==> src/rtl/vlane_seq_pkg.sv <==
package vlane_seq_pkg;

  localparam int OP_W   = 3;
  localparam int REG_W  = 4;
  localparam int HALF_W = OP_W + 1 + 3 * REG_W;
  localparam int SLOT_W = 2 * HALF_W;
  localparam int CTL_W  = 2;

  localparam logic [OP_W-1:0] OP_NOP   = 3'd0;
  localparam logic [OP_W-1:0] AOP_XADD = 3'd3;
  localparam logic [OP_W-1:0] AOP_XSUB = 3'd4;

  typedef struct packed {
    logic [OP_W-1:0]  op;
    logic             vec;
    logic [REG_W-1:0] rd;
    logic [REG_W-1:0] ra;
    logic [REG_W-1:0] rb;
  } half_t;

  typedef struct packed {
    half_t arith;
    half_t mem;
  } slot_t;

  typedef enum logic [1:0] {SQ_IDLE, SQ_RUN, SQ_FIN} seq_st_e;

  function automatic logic is_packed_op(input logic [OP_W-1:0] op);
    return (op == AOP_XADD) || (op == AOP_XSUB);
  endfunction

endpackage

==> src/rtl/vlane_seq_ctrl.sv <==
module vlane_seq_ctrl
  import vlane_seq_pkg::*;
#(
  parameter int RPT_W = 8
) (
  input  logic             clk,
  input  logic             rst_n,
  input  logic             in_valid,
  input  logic [RPT_W-1:0] rpt,
  input  logic [CTL_W-1:0] ctl,
  input  logic             dn_ready,
  output logic             in_ready,
  output logic             start,
  output logic             issue,
  output logic             done,
  output logic [CTL_W-1:0] done_ctl
);

  seq_st_e          st_q, st_d;
  logic [RPT_W-1:0] left_q, left_d;
  logic [CTL_W-1:0] ctl_q, ctl_d;
  logic             armed_q;

  assign in_ready = armed_q && (st_q == SQ_IDLE);
  assign start    = in_valid && in_ready;
  assign issue    = (st_q == SQ_RUN) && dn_ready;
  assign done     = (st_q == SQ_FIN);
  assign done_ctl = ctl_q;

  always_comb begin
    st_d   = st_q;
    left_d = left_q;
    ctl_d  = ctl_q;
    case (st_q)
      SQ_IDLE: begin
        if (start) begin
          left_d = rpt;
          ctl_d  = ctl;
          st_d   = (rpt == '0) ? SQ_FIN : SQ_RUN;
        end
      end
      SQ_RUN: begin
        if (issue) begin
          left_d = left_q - 1'b1;
          if (left_q == RPT_W'(1)) st_d = SQ_FIN;
        end
      end
      SQ_FIN:  st_d = SQ_IDLE;
      default: st_d = SQ_IDLE;
    endcase
  end

  always_ff @(posedge clk or negedge rst_n) begin
    if (!rst_n) begin
      st_q    <= SQ_IDLE;
      left_q  <= '0;
      ctl_q   <= '0;
      armed_q <= 1'b0;
    end else begin
      st_q    <= st_d;
      left_q  <= left_d;
      ctl_q   <= ctl_d;
      armed_q <= 1'b1;
    end
  end


  done_pulse_chk: assert property (@(posedge clk) disable iff (!rst_n)
    done |=> (!done && in_ready));


  run_left_chk: assert property (@(posedge clk) disable iff (!rst_n)
    (st_q == SQ_RUN) |-> (left_q != '0));


  zero_rpt_chk: assert property (@(posedge clk) disable iff (!rst_n)
    (start && (rpt == '0)) |=> (done && !issue));


  busy_ready_chk: assert property (@(posedge clk) disable iff (!rst_n)
    issue |-> !in_ready);

endmodule

==> src/rtl/vlane_seq_half.sv <==
module vlane_seq_half
  import vlane_seq_pkg::*;
#(
  parameter int PTR_W = 5
) (
  input  logic               clk,
  input  logic               rst_n,
  input  logic               start,
  input  logic               issue,
  input  half_t              half_in,
  output logic               stb,
  output logic [OP_W-1:0]    op,
  output logic [3*REG_W-1:0] regs,
  output logic [PTR_W-1:0]   ptr
);

  half_t            h_q, h_d;
  logic [PTR_W-1:0] ptr_q, ptr_d;
  logic             adv;

  assign adv  = issue && (h_q.op != OP_NOP) && h_q.vec;
  assign stb  = issue && (h_q.op != OP_NOP);
  assign op   = h_q.op;
  assign regs = {h_q.rd, h_q.ra, h_q.rb};
  assign ptr  = ptr_q;

  always_comb begin
    h_d   = h_q;
    ptr_d = ptr_q;
    if (start) begin
      h_d   = half_in;
      ptr_d = '0;
    end else if (adv) begin
      ptr_d = ptr_q + 1'b1;
    end
  end

  always_ff @(posedge clk or negedge rst_n) begin
    if (!rst_n) begin
      h_q   <= '0;
      ptr_q <= '0;
    end else begin
      h_q   <= h_d;
      ptr_q <= ptr_d;
    end
  end


  ptr_bump_chk: assert property (@(posedge clk) disable iff (!rst_n)
    adv |=> (ptr_q == PTR_W'($past(ptr_q) + 1'b1)));


  ptr_restart_chk: assert property (@(posedge clk) disable iff (!rst_n)
    start |=> (ptr_q == '0));


  scalar_ptr_chk: assert property (@(posedge clk) disable iff (!rst_n)
    (stb && !h_q.vec) |-> (ptr_q == '0));


  hold_chk: assert property (@(posedge clk) disable iff (!rst_n)
    !start |=> $stable(h_q));

endmodule

==> src/rtl/vlane_seq.sv <==
module vlane_seq
  import vlane_seq_pkg::*;
#(
  parameter int NSLICE = 4,
  parameter int RPT_W  = 8,
  parameter int PTR_W  = 5
) (
  input  logic                           clk,
  input  logic                           rst_n,
  input  logic                           in_valid,
  output logic                           in_ready,
  input  logic [CTL_W+RPT_W+NSLICE*SLOT_W-1:0] in_instr,
  input  logic                           dn_ready,
  output logic [NSLICE-1:0]              a_stb,
  output logic [NSLICE*OP_W-1:0]         a_op,
  output logic [NSLICE*3*REG_W-1:0]      a_regs,
  output logic [NSLICE*PTR_W-1:0]        a_ptr,
  output logic [NSLICE-1:0]              a_pair,
  output logic [NSLICE-1:0]              m_stb,
  output logic [NSLICE*OP_W-1:0]         m_op,
  output logic [NSLICE*3*REG_W-1:0]      m_regs,
  output logic [NSLICE*PTR_W-1:0]        m_ptr,
  output logic                           done,
  output logic [CTL_W-1:0]               done_ctl
);

  localparam int BODY_W  = NSLICE * SLOT_W;
  localparam int INSTR_W = CTL_W + RPT_W + BODY_W;
  localparam int RG_W    = 3 * REG_W;

  logic [1:0] rsync_q;
  logic       core_rst_n;
  logic       start, issue;

  always_ff @(posedge clk or negedge rst_n) begin
    if (!rst_n) rsync_q <= '0;
    else        rsync_q <= {rsync_q[0], 1'b1};
  end
  assign core_rst_n = rsync_q[1];

  vlane_seq_ctrl #(.RPT_W(RPT_W)) u_ctrl (
    .clk      (clk),
    .rst_n    (core_rst_n),
    .in_valid (in_valid),
    .rpt      (in_instr[BODY_W +: RPT_W]),
    .ctl      (in_instr[INSTR_W-1 -: CTL_W]),
    .dn_ready (dn_ready),
    .in_ready (in_ready),
    .start    (start),
    .issue    (issue),
    .done     (done),
    .done_ctl (done_ctl)
  );

  for (genvar s = 0; s < NSLICE; s++) begin : g_slice
    slot_t slot;
    assign slot = slot_t'(in_instr[s*SLOT_W +: SLOT_W]);

    vlane_seq_half #(.PTR_W(PTR_W)) u_arith (
      .clk     (clk),
      .rst_n   (core_rst_n),
      .start   (start),
      .issue   (issue),
      .half_in (slot.arith),
      .stb     (a_stb[s]),
      .op      (a_op[s*OP_W +: OP_W]),
      .regs    (a_regs[s*RG_W +: RG_W]),
      .ptr     (a_ptr[s*PTR_W +: PTR_W])
    );

    vlane_seq_half #(.PTR_W(PTR_W)) u_mem (
      .clk     (clk),
      .rst_n   (core_rst_n),
      .start   (start),
      .issue   (issue),
      .half_in (slot.mem),
      .stb     (m_stb[s]),
      .op      (m_op[s*OP_W +: OP_W]),
      .regs    (m_regs[s*RG_W +: RG_W]),
      .ptr     (m_ptr[s*PTR_W +: PTR_W])
    );

    assign a_pair[s] = a_stb[s] && is_packed_op(a_op[s*OP_W +: OP_W]);
  end


  stall_quiet_chk: assert property (@(posedge clk) disable iff (!core_rst_n)
    !dn_ready |-> ((a_stb == '0) && (m_stb == '0)));


  done_quiet_chk: assert property (@(posedge clk) disable iff (!core_rst_n)
    done |-> ((a_stb == '0) && (m_stb == '0) && !in_ready));

endmodule

==> config.mk <==
export PLATFORM = sky130hd
export DESIGN_NAME = vlane_seq
export DESIGN_NICKNAME = d
export VERILOG_FILES = /design/src/rtl/vlane_seq_pkg.sv /design/src/rtl/vlane_seq_ctrl.sv /design/src/rtl/vlane_seq_half.sv /design/src/rtl/vlane_seq.sv
export SDC_FILE = /design/constraint.sdc
export NUM_CORES = 1
export LEC_CHECK = 0
export BUFFER_PORTS_ARGS = -buffer_cell sky130_fd_sc_hd__buf_4
export CAP_MARGIN = 20
export CORE_MARGIN = 1.5
export CORE_UTILIZATION = 54
export DETAILED_ROUTE_END_ITERATION = 8
export GPL_ROUTABILITY_DRIVEN = 0
export PLACE_DENSITY = 0.88
export SLEW_MARGIN = 20
export SYNTH_ARGS = -nofsm -noshare
export SYNTH_HDL_FRONTEND = slang
export SYNTH_SLANG_ARGS = --single-unit
==> constraint.sdc <==
create_clock -name clk -period 9.1 [get_ports clk]
set_input_delay 2.73 -clock clk [delete_from_list [all_inputs] [get_ports clk]]
set_output_delay 2.73 -clock clk [all_outputs]
set_load 0.01 [all_outputs]
* Word-level counts from Yosys, hierarchy flattened *
Cells that the tools add are included.

cells by class
  $add $sub $neg = 9
  equality and inequality tests = 14
  mux-type cells = 24
  reductions and logical operators = 49

operators with widths
  kind                                                                 count
  5-bit two-way mux                                                    16
  5-bit by 1-bit adder with 5-bit output (second input constant)       8
  3-bit nonzero test                                                   8
  1-bit logical AND                                                    23
  2-bit nonzero test                                                   9
  8-bit two-way mux                                                    2
  8-bit case mux with 2 select lines                                   1
  3-bit by 2-bit == test with 1-bit output (second input constant)     4
  3-bit == test (second input constant)                                4
  8-bit by 1-bit == test with 1-bit output (second input constant)     1
  8-bit logical NOT                                                    1
  2-bit two-way mux                                                    4
  8-bit by 1-bit subtractor with 8-bit output (second input constant)  1
  3-bit AND reduction                                                  2
  1-bit logical OR                                                     4
  2-bit by 1-bit != test with 1-bit output (second input constant)     2
  2-bit case mux with 2 select lines                                   1
  2-bit by 1-bit == test with 1-bit output (second input constant)     1
  2-bit == test (second input constant)                                1
  2-bit logical NOT                                                    1
  2-bit != test (second input constant)                                1
  2-bit AND reduction                                                  1

word-level totals
  register bits = 183
  word-level logic and storage cells = 149

* Logic depth before layout (Yosys ltp) *
  word-level depth = 6
  depth in mapped cells = 6

* Hierarchy *
From an unflattened synthesis, not the netlist that was laid out.

second synthesis, totals
  cells, all modules = 683
  area, all modules = 8,654.6 um^2

by module, submodules not included
  module          instances  cells an instance  area each (um^2)  sequential area each (um^2)
  vlane_seq_half  8          73                 965.9             525.5
  vlane_seq_ctrl  1          84                 773.2             325.3
  vlane_seq       1          15                 153.9             50.0

* Worst setup path before layout *
Ideal clock, no wire load.

  path kind = input to output
  start point = in dn_ready
  end point = out a_stb[1]
  arrival = 3,292 ps
  required time = 6,370 ps
  slack = 3,078 ps
  cell stages on the path = 4
  cell sequence = and3b_1 buf_2 and2_1 buf_4

on the way
  longest elaborated chain between the ends = 2

RTL lines
  item               line                  text
  from (decl)        vlane_seq.sv:13       input logic dn_ready,
  1-bit logical AND  vlane_seq_ctrl.sv:26  assign issue = (st_q == SQ_RUN) && dn_ready;
  1-bit logical AND  vlane_seq_half.sv:22  assign stb = issue && (h_q.op != OP_NOP);
  to (decl)          vlane_seq.sv:14       output logic [NSLICE-1:0] a_stb,

Every way passes these cells.

* Worst setup path in the final report *
  start point = in dn_ready
  end point = out m_stb[0]

on the way
  longest elaborated chain between the ends = 2

RTL lines
  item               line                  text
  1-bit logical AND  vlane_seq_ctrl.sv:26
  1-bit logical AND  vlane_seq_half.sv:22
  to (decl)          vlane_seq.sv:19       output logic [NSLICE-1:0] m_stb,

Every way passes these cells.

==> flow_summary.toml <==
[critical_path]
crit_chain = "buf_4 -> and3b_1 -> and2_1 -> buf_4"
critical_path.top_delay_family = "simple AND/OR/NAND/NOR gates"
worst-path-stages = 4
setup.worst_path.class = "input port to primary output"
path_buf_inv = 2
end_kind = "primary output"
worstReg2RegStart = "u_ctrl.st_q[0]"
cp_max_fo = 7
cp.arrival_ns = 3.58
startpoint_type = "input port"
required_ns = 6.37
reg2regPathDepth = 5
slowest_stage = "and3b_1"
regToRegSetupSlack_ns = 6.01
rr_endpoint = "u_ctrl.left_q[0]"
crit_top_cell = "buf_4"
critPathMaxStageDelay_ns = 0.39

[power]
vdd_ir_drop_max_v = 0.000239
p_int_uw = 2260
p_per_area_nw_per_um2 = 333
power.switching_uw = 1320
p_seq_share_pct = 40.4
power.share.switching_pct = 36.8
p_comb_share_pct = 39.6
pwr-share-clk_pct = 20.0
p_leak_uw = 0.00578

[floorplan]
die_w_um = 129
die_area_um2 = 16700
coreArea_um2 = 15400
rows = 45
num_io_pins = 318
die_height_um = 129
initial_core_util_pct = 56.1

[clock_tree]
cts_hold_buffers = 0
cts_buffers = 17
cts_setup_buffers = 0
path_clk_slew_ns = 0.06
clock_path_buffers = 2
htreeDepth = 4
cts.sinks = 183
cts_resized = 0
cts_root_buffer = "clkbuf_16"
tritoncts = "built"
clock_latency_ns = 0.41

[yosys]
synth_ff_type = "dfrtp_1"
async_reset_ff_share_pct = 100
syn_inst = 975
yosysWarnings = 0
ys_types = 38
synth_seq_cells = 183
ys_seq_area_share_pct = 53.1
synth_edf_count = 0
syn_avg_cell_area_um2 = 8.84
synth_area_um2 = 8620

[routing]
via_per_inst = 5.08
drtIter0Drc = 331
drtAntennaViolNets = 0
wl_per_cell_um = 15.8
vias = 6950
drt_wl_total_um = 21600
drc = 0
first_pass_iters = 4

[timing]
tns_ns = 0
hold_violations = 0
relSlewSlack_pct = 26.0
finalClockSkew_ns = 0.0100
period_minus_slack_ns = 6.31
setup-violations-final = 0
fmax_mhz = 159
finalCritPeriodShare_pct = 69.3
drv_slew = 0
tightest_slew_ns = 1.11
rsz0062_at_grt = "no"

[worst_hold_path]
worstHoldStart = "rsync_q[0]"
holdPathEnd = "rsync_q[1]"
hold_class = "flop to flop"
hold_depth = 0

[layout]
antenna_cells = 0
nNetsFinal = 1298
syn2layout_area_growth_pct = 24.7
drive_gt1_share_pct = 30.7
final_cells = 1369

[run]
drv_cap = 0

[status]
outcome = "finished clean"

[place]
portBuffers = 317
dp_cells = 1338
hpwlAfterDp_um = 15600

[global_route]
grt_usage_pct = 25.8
antenna_found_initial = 0
grt_pass1_wl_um = 33300
grt_pass1_vias = 6751
grt_max_degree = 105
overflow = 0
[per-stage QoR]
step                      total power, uW  utilization (%)  area (um2)  hold WS, ns  setup WS (ns)
after floorplan                      2460                -        8620        0.331           3.08
after global placement               2820             66.2       10200        0.340           2.78
after detailed placement             2880             66.2       10200        0.336           2.77
after CTS                            3610             69.9       10700        0.361           2.76
after global routing                 3820             69.9       10700        0.380           2.70
final                                3580             69.9       10700        0.361           2.79
[registers in the layout, summed over array words and instances, names as in the netlist, 4 cells and up]
register / count
g_slice.u_arith.op: 12
g_slice.u_mem.ptr: 20
u_ctrl.left_q: 8
g_slice.u_mem.h_q: 4
g_slice.u_arith.h_q: 4
g_slice.u_mem.regs: 48
g_slice.u_arith.regs: 48
g_slice.u_mem.op: 12
g_slice.u_arith.ptr: 20
[metal layers]
layer,vias up,global-route usage (%),wire (um)
met1,3311,29.9,8100
met2,272,44.4,10900
met4,0,11.1,759
met5,-,0,0
li1,3320,-,-
met3,47,7.76,1820
[power by group through the flow]
stage	clock (uW)	sequential, uW	combinational, uW
finish	715	1450	1420
global route	758	1500	1570
CTS	725	1450	1440
detailed placement	0	1450	1430
global placement	0	1430	1380
floorplan	0	1410	1050
[cell type report]
cell class                 instances  area [um2]
clock buffer                      25         475
clock inverter                     6        92.6
sequential                       183        4580
tap                              211         264
multi-input combinational        609        2870
inverter                          14        52.6
fill                            1150        4620
timing repair buffer             321        2410
[synthesized netlist by cell type (all sizes together) (9+ instances only)]
library cell / number / area [um2]
nand2: 391 / 1470
nor2: 39 / 146
clkbuf: 29 / 109
nand3: 20 / 110
o211ai: 12 / 90.1
a21oi: 18 / 90.1
inv: 14 / 52.6
dfrtp: 183 / 4580
o21ai: 22 / 110
or3: 15 / 93.8
mux2i: 9 / 90.1
buf: 141 / 1020
o31ai: 12 / 90.1
ha: 10 / 125
[cells in the final DEF, fill, tap and decap left out, types with 2 or more instances in the layout]
master      count
xnor2_1         3
o31ai_1        12
conb_1          2
clkbuf_8        2
clkbuf_1        6
nor2_1         39
a22oi_1         2
nor4_1          8
inv_1          14
xor2_1          8
nand3b_1        5
dfrtp_1       182
clkbuf_16      17
buf_4         321
and2_1          4
nor2b_1         3
a21oi_1        18
clkinvlp_4      2
o21ba_2         2
o22a_1          3
nand2_1       390
o21ai_0        22
o211ai_1       12
nand4_1         2
bufinv_16       2
mux2i_1         9
ha_1           10
nor3_1          6
or3_1          15
nand2b_1        2
nand3_1        18
a31oi_1         3
nand3_2         2
[worst max path at each step]
stage	start	end	slack (ns)
finish	dn_ready	m_stb[0]	2.79
global route	dn_ready	a_stb[1]	2.70
CTS	dn_ready	a_stb[1]	2.76
detailed placement	dn_ready	a_stb[1]	2.77
global placement	dn_ready	a_stb[1]	2.78
floorplan	dn_ready	a_stb[1]	3.08
[cells by family (layout without fill, tap and decap cells)]
logic type                 count (synthesis)  count (layout)  synth area share (%)
AOI/OAI and AO/OA                         77              77                  5.59
xor gates and xnor gates                  11              11                  1.12
adders and majority gates                 10              10                  1.45
buffers and inverters                    184             366                  13.7
DFF                                      183             183                  53.1
muxes                                      9               9                  1.05
other                                      1               2                0.0435
and+or+nand+nor                          500             500                  23.9
(Power assumes the default switching activity.)
